`src/rtl/dsx_pkg.sv`:
```
package dsx_pkg;
  localparam int unsigned MAX_W = 8;
  localparam int unsigned RATIO = MAX_W;
  localparam int unsigned PH_W  = $clog2(RATIO);

  function automatic int unsigned spd_width(logic [1:0] s);
    case (s)
      2'b10:   return MAX_W;
      2'b01:   return MAX_W / 2;
      default: return MAX_W / 4;
    endcase
  endfunction

  function automatic logic [MAX_W-1:0] spd_mask(logic [1:0] s);
    logic [MAX_W-1:0] ones;
    ones = '1;
    return ones >> (MAX_W - spd_width(s));
  endfunction

  // bit cell starts every RATIO/width fast cycles
  function automatic logic bit_slot(logic [1:0] s, logic [PH_W-1:0] ph);
    int unsigned step;
    step = RATIO / spd_width(s);
    return (32'(ph) & (step - 1)) == 0;
  endfunction
endpackage

```
`src/rtl/dsx_timebase.sv`:
```
module dsx_timebase
  import dsx_pkg::*;
(
  input  logic            clk_i,
  input  logic            rst_ni,
  output logic [PH_W-1:0] phase_o,
  output logic            sys_tick_o
);
  logic [PH_W-1:0] phase_q;

  always_ff @(posedge clk_i or negedge rst_ni) begin
    if (!rst_ni) phase_q <= '0;
    else if (phase_q == PH_W'(RATIO - 1)) phase_q <= '0;
    else phase_q <= phase_q + 1'b1;
  end

  assign phase_o    = phase_q;
  assign sys_tick_o = (phase_q == PH_W'(RATIO - 1));

  a_r3_tick_single: assert property (@(posedge clk_i) disable iff (!rst_ni)
    sys_tick_o |=> !sys_tick_o);
endmodule

```
`src/rtl/dsx_tx.sv`:
```
module dsx_tx
  import dsx_pkg::*;
(
  input  logic             clk_i,
  input  logic             rst_ni,
  input  logic [PH_W-1:0]  phase_i,
  input  logic             sys_tick_i,
  input  logic             tx_en_i,
  input  logic [1:0]       speed_i,
  input  logic [MAX_W-1:0] data_i,
  output logic             line_d_o,
  output logic             line_s_o
);
  logic             act_q, shv_q, fire_q;
  logic [1:0]       spd_q;
  logic [MAX_W-1:0] sh_q;
  logic             d_q, s_q;
  logic [1:0]       load_spd;
  logic [MAX_W-1:0] sh_load;
  logic             fire, nbit;

  assign load_spd = act_q ? spd_q : speed_i;
  assign sh_load  = data_i << (MAX_W - spd_width(load_spd));
  assign fire     = shv_q && bit_slot(spd_q, phase_i);
  assign nbit     = sh_q[MAX_W-1];

  always_ff @(posedge clk_i or negedge rst_ni) begin
    if (!rst_ni) begin
      act_q  <= 1'b0;
      shv_q  <= 1'b0;
      fire_q <= 1'b0;
      spd_q  <= 2'b00;
      sh_q   <= '0;
      d_q    <= 1'b0;
      s_q    <= 1'b0;
    end else begin
      fire_q <= fire;
      if (fire) begin
        sh_q <= sh_q << 1;
        d_q  <= nbit;
        if (nbit == d_q) s_q <= ~s_q;
      end
      if (sys_tick_i) begin
        act_q <= tx_en_i;
        shv_q <= tx_en_i;
        if (!act_q) spd_q <= speed_i;
        if (tx_en_i) sh_q <= sh_load;
      end
    end
  end

  assign line_d_o = d_q;
  assign line_s_o = s_q;

  a_r4_one_line: assert property (@(posedge clk_i) disable iff (!rst_ni)
    fire_q |-> $countones({d_q ^ $past(d_q), s_q ^ $past(s_q)}) == 1);
  a_r4_idle_hold: assert property (@(posedge clk_i) disable iff (!rst_ni)
    !fire_q |-> ($stable(d_q) && $stable(s_q)));
  a_r8_tx_spd_held: assert property (@(posedge clk_i) disable iff (!rst_ni)
    (act_q && $past(act_q)) |-> $stable(spd_q));
endmodule

```
`src/rtl/dsx_rx.sv`:
```
module dsx_rx
  import dsx_pkg::*;
(
  input  logic             clk_i,
  input  logic             rst_ni,
  input  logic             sys_tick_i,
  input  logic             rx_en_i,
  input  logic [1:0]       speed_i,
  input  logic             line_d_i,
  input  logic             line_s_i,
  output logic             valid_o,
  output logic [MAX_W-1:0] data_o
);
  localparam int unsigned CW = $clog2(MAX_W + 1);

  logic             cap_d, cap_s, par_q;
  logic [1:0]       spd_q;
  logic [CW-1:0]    cnt_q, cnt_next;
  logic [MAX_W-1:0] acc_q, acc_next, hold_q;
  logic             pend_q;
  logic             take, done;

  assign take     = rx_en_i && ((cap_d ^ cap_s) != par_q);
  assign acc_next = {acc_q[MAX_W-2:0], cap_d};
  assign cnt_next = cnt_q + 1'b1;
  assign done     = take && (cnt_next == CW'(spd_width(spd_q)));

  always_ff @(posedge clk_i or negedge rst_ni) begin
    if (!rst_ni) begin
      cap_d  <= 1'b0;
      cap_s  <= 1'b0;
      par_q  <= 1'b0;
      spd_q  <= 2'b00;
      cnt_q  <= '0;
      acc_q  <= '0;
      hold_q <= '0;
      pend_q <= 1'b0;
    end else begin
      cap_d <= line_d_i;
      cap_s <= line_s_i;
      par_q <= cap_d ^ cap_s;
      if (!rx_en_i) spd_q <= speed_i;
      if (!rx_en_i || done) begin
        cnt_q <= '0;
        acc_q <= '0;
      end else if (take) begin
        cnt_q <= cnt_next;
        acc_q <= acc_next;
      end
      if (done) hold_q <= acc_next & spd_mask(spd_q);
      if (sys_tick_i) pend_q <= done;
      else if (done) pend_q <= 1'b1;
    end
  end

  always_ff @(posedge clk_i or negedge rst_ni) begin
    if (!rst_ni) begin
      valid_o <= 1'b0;
      data_o  <= '0;
    end else if (sys_tick_i) begin
      valid_o <= pend_q;
      data_o  <= pend_q ? hold_q : '0;
    end
  end

  a_r7_out_on_tick: assert property (@(posedge clk_i) disable iff (!rst_ni)
    !$past(sys_tick_i) |-> ($stable(valid_o) && $stable(data_o)));
  a_r6_cnt_bound: assert property (@(posedge clk_i) disable iff (!rst_ni)
    32'(cnt_q) < spd_width(spd_q));
  a_r10_idle_empty: assert property (@(posedge clk_i) disable iff (!rst_ni)
    !$past(rx_en_i) |-> (cnt_q == '0));
endmodule

```
`src/rtl/dsx_transceiver.sv`:
```
module dsx_transceiver
  import dsx_pkg::*;
(
  input  logic             clk_i,
  input  logic             rst_ni,
  output logic             sys_stb_o,
  input  logic             tx_en_i,
  input  logic [1:0]       tx_speed_i,
  input  logic [MAX_W-1:0] tx_data_i,
  output logic             tx_line_d_o,
  output logic             tx_line_s_o,
  input  logic             rx_en_i,
  input  logic [1:0]       rx_speed_i,
  input  logic             rx_line_d_i,
  input  logic             rx_line_s_i,
  output logic             rx_valid_o,
  output logic [MAX_W-1:0] rx_data_o
);
  logic [PH_W-1:0] phase;
  logic            tick;

  dsx_timebase u_tb (
    .clk_i, .rst_ni, .phase_o(phase), .sys_tick_o(tick)
  );

  dsx_tx u_tx (
    .clk_i, .rst_ni, .phase_i(phase), .sys_tick_i(tick),
    .tx_en_i, .speed_i(tx_speed_i), .data_i(tx_data_i),
    .line_d_o(tx_line_d_o), .line_s_o(tx_line_s_o)
  );

  dsx_rx u_rx (
    .clk_i, .rst_ni, .sys_tick_i(tick),
    .rx_en_i, .speed_i(rx_speed_i),
    .line_d_i(rx_line_d_i), .line_s_i(rx_line_s_i),
    .valid_o(rx_valid_o), .data_o(rx_data_o)
  );

  assign sys_stb_o = tick;
endmodule

```
`config.mk`:
```
export PLATFORM = sky130hd
export DESIGN_NAME = dsx_transceiver
export DESIGN_NICKNAME = d
export VERILOG_FILES = /design/src/rtl/dsx_pkg.sv /design/src/rtl/dsx_timebase.sv /design/src/rtl/dsx_tx.sv /design/src/rtl/dsx_rx.sv /design/src/rtl/dsx_transceiver.sv
export SDC_FILE = /design/constraint.sdc
export NUM_CORES = 1
export LEC_CHECK = 0
export BUFFER_PORTS_ARGS = -buffer_cell sky130_fd_sc_hd__buf_2
export CELL_PAD_IN_SITES_DETAIL_PLACEMENT = 0
export CELL_PAD_IN_SITES_GLOBAL_PLACEMENT = 1
export CORE_UTILIZATION = 41
export DETAILED_ROUTE_END_ITERATION = 7
export GPL_ROUTABILITY_DRIVEN = 0
export PLACE_DENSITY_LB_ADDON = 0.1
export SYNTH_ARGS = -nofsm -noshare
export SYNTH_HDL_FRONTEND = slang
export SYNTH_SLANG_ARGS = --single-unit
```
`constraint.sdc`:
```
create_clock -name clk_i -period 2.3 [get_ports clk_i]
set_clock_uncertainty 0.1 [all_clocks]
set_input_delay 0.345 -clock clk_i [delete_from_list [all_inputs] [get_ports clk_i]]
set_output_delay 0.345 -clock clk_i [all_outputs]
set_load 0.01 [all_outputs]
```
==> flow_metrics.env <==
export IMPL_overflow=0
export IMPL_routed_wl_um=4500
export IMPL_yosysTopAreaCellShare_pct=51.1
export IMPL_powerDensity_nw_per_um2=731
export IMPL_ys_seq_area_share_pct=51.1
export IMPL_grt_util_met2_pct=26.8
export IMPL_insertion_delay_ns=0.30
export IMPL_yosys_top_cells_area="dfrtp_1, ha_1, mux2_2"
export IMPL_worstPathArrival_ns=2.21
export IMPL_avgSynthCellArea_um2=10.8
export IMPL_synth_cell_types=29
export IMPL_drt_pass1_iterations=4
export IMPL_switchingPower_mw=0.574
export IMPL_gr_max_usage_layer="met2"
export IMPL_cts_path_max_buffers=2
export IMPL_timing_hold_violations_final=0
export IMPL_cts_resized=0
export IMPL_drive_gt1_share_pct=24.1
export IMPL_dp_hpwl_um=3320
export IMPL_worstMarginPinSlew_ns=0.494
export IMPL_synth_common_cells="dfrtp_1, nand2_1, inv_1, nand3_1"
export IMPL_whs_path_depth=1
export IMPL_cp_required_ns=2.37
export IMPL_period_needed_ns=2.15
export IMPL_grt_max_degree=31
export IMPL_core_um2=5640
export IMPL_async_flop_share_pct=100
export IMPL_rows=27
export IMPL_nNetsFinal=296
export IMPL_drc=0
export IMPL_maxCapViolations=0
export IMPL_use_met1_pct=20.6
export IMPL_h_tree_depth=2
export IMPL_synthCells=226
export IMPL_cts_buffers=5
export IMPL_p_seq_share_pct=51.2
export IMPL_crit_path_end_kind="flop"
export IMPL_antenna_found_initial=0
export IMPL_ys_ff_latch=50
export IMPL_synth_ff_type="dfrtp_1"
export IMPL_r2r_cells=7
export IMPL_first_iter_violations=55
export IMPL_clockRootBuffer="clkbuf_8"
export IMPL_hold_path_class="input pin to flop"
export IMPL_syn_to_final_growth_pct=17.1
export IMPL_vias=1683
export IMPL_r2r_slack_ns=0.15
export IMPL_fin_area_um2=2870
export IMPL_clk_pin_slew_ns=0.09
export IMPL_cts_tree="done"
export IMPL_port_buffers=29
export IMPL_die_h_um=79.3
export IMPL_grt_util_met3_pct=3.10
export IMPL_grt_pass1_wl_um=7690
export IMPL_crit_type="flop to flop"
export IMPL_total_power_mw=2.10
export IMPL_yosysMostFrequentCell="dfrtp_1"
export IMPL_track_usage_pct=15.9
export IMPL_slew_viol_final=0
export IMPL_fmax_mhz=465
export IMPL_antenna_left=0
export IMPL_n_antenna_cell=0
export IMPL_whs_ns=0.0497
export IMPL_switching_share_pct=27.4
export IMPL_rsz0062_at_grt="no"
export IMPL_synth_edff_count=0
export IMPL_pwr_share_clk_pct=28.6
export IMPL_io_pins=30
export IMPL_wire_per_inst_um=13.3
export IMPL_placed_area_um2=2740
export IMPL_whs_endpoint="u_rx.cap_s"
export IMPL_outcome="complete, no violations"
export IMPL_power_internal_mw=1.52
export IMPL_die_area_um2=6290
export IMPL_slew_headroom_pct=67.0
export IMPL_start_util_pct=43.4
export IMPL_via_per_inst=4.98
export IMPL_syn_area_um2=2450
export IMPL_fin_crit_sh_pct=93.4
export IMPL_reg2reg_from="u_tx.act_q"
export IMPL_ys_warn_count=0
export IMPL_pwr_share_comb_pct=20.2
export IMPL_cts_sinks=50
export IMPL_r2r_end="u_tx.sh_q[6]"
export IMPL_fin_setup_tns_ns=0
export IMPL_hold_start="rx_line_s_i"
export IMPL_setup_violations=0
export IMPL_critPathLaunchType="flop"
export IMPL_peakVddDrop_v=0.000369
export IMPL_synth_top_area_cell="dfrtp_1"
export IMPL_utilization_pct=50.8
export IMPL_grt_pass1_vias=1679
export IMPL_dieWidth_um=79.3
export IMPL_crit_path_max_fanout=10
export IMPL_leakagePower_nw=1.42
export IMPL_syn_num_nets=257
## how the worst max path moves through the flow
stage,slack (ns),cells after the start,start,to
floorplan,0.11,6,u_rx.spd_q[0],u_rx.hold_q[0]
global placement,0.15,6,u_rx.spd_q[0],u_rx.hold_q[1]
detailed placement,0.12,6,u_rx.spd_q[0],u_rx.hold_q[2]
CTS,0.1,7,u_rx.spd_q[0],u_rx.hold_q[4]
global route,0.002,7,u_tx.act_q,u_tx.sh_q[6]
finish,0.15,7,u_tx.act_q,u_tx.sh_q[6]
## power by group through the flow
stage / Combinational, mW / Sequential (mW) / Clock [mW]
final: 0.424 / 1.07 / 0.600
after global routing: 0.476 / 1.09 / 0.653
after CTS: 0.432 / 1.07 / 0.623
after detailed placement: 0.428 / 1.09 / 0
after global placement: 0.425 / 1.09 / 0
after floorplan: 0.269 / 1.09 / 0
## metrics by stage
stage               setup WS, ns  std cells
floorplan                  0.107        226
global placement           0.146        328
detailed placement         0.124        328
CTS                       0.0995        337
global route             0.00215        338
finish                     0.151        338
## layer usage
layer  vias up  part of all wire, %
li1        845                    -
met1       804                   47
met2        28                   49
met3         6                  3.0
met4         0                  1.2
met5         -                    0
## critical path, cell delays in order, from the launching register on
cell	delay (ns)
dfrtp_1	0.44
mux2i_1	0.25
inv_1	0.09
ha_1	0.46
mux2_2	0.37
nand2_1	0.09
mux2_2	0.15
o22ai_1	0.07
## cells by family (layout without fill, tap and decap cells)
family / Yosys count / in the layout / share of synthesized area [%]
compound gates: 36 / 36 / 9.50
xor+xnor: 12 / 12 / 4.91
fa+ha+maj: 13 / 13 / 6.64
buf+inv: 29 / 69 / 4.50
flops: 50 / 50 / 51.1
mux: 26 / 26 / 11.3
simple gates: 60 / 60 / 12.1
## registers in the layout, summed over array words and instances, names as in the netlist
signal and cells:
u_rx.cnt_q 4, u_rx.hold_q 8, u_rx.cap_d 1, u_rx.valid_o 1, u_tx.spd_q 2, u_tx.line_d_o 1, u_rx.cap_s 1, u_rx.data_o 8
u_tx.act_q 1, u_rx.par_q 1, u_tx.line_s_o 1, u_rx.pend_q 1, u_tb.phase_o 3, u_rx.acc_q 7, u_rx.spd_q 2, u_tx.sh_q 8
## layout make-up
cell class                      instances  area, um^2
Clock buffer                            5        68.8
Clock inverter                          3        40.0
Fill cell                             542        2780
Inverter                               19        71.3
Multi-Input combinational cell        147        1090
Sequential cell                        50        1250
Tap cell                               72        90.1
Timing Repair Buffer                   42         258
## layout by cell type, fill, tap and decap left out, drive strengths merged, types with 4 or more instances in the layout
master	count
mux2i	13
a21oi	12
nor2	8
xnor2	6
nand2	21
o22ai	7
nor2b	4
clkbuf	5
mux2	13
xor2	5
o21ai	8
buf	41
dfrtp	50
nand3	19
ha	13
inv	19
## what timing repair did
item                                    4_1_cts  5_1_grt
endpoints found under the hold margin        20        0
endpoints found under the setup margin        0        8
hold buffers                                  1        0
buffers inserted                              0        1
(Power assumes the default switching activity.)
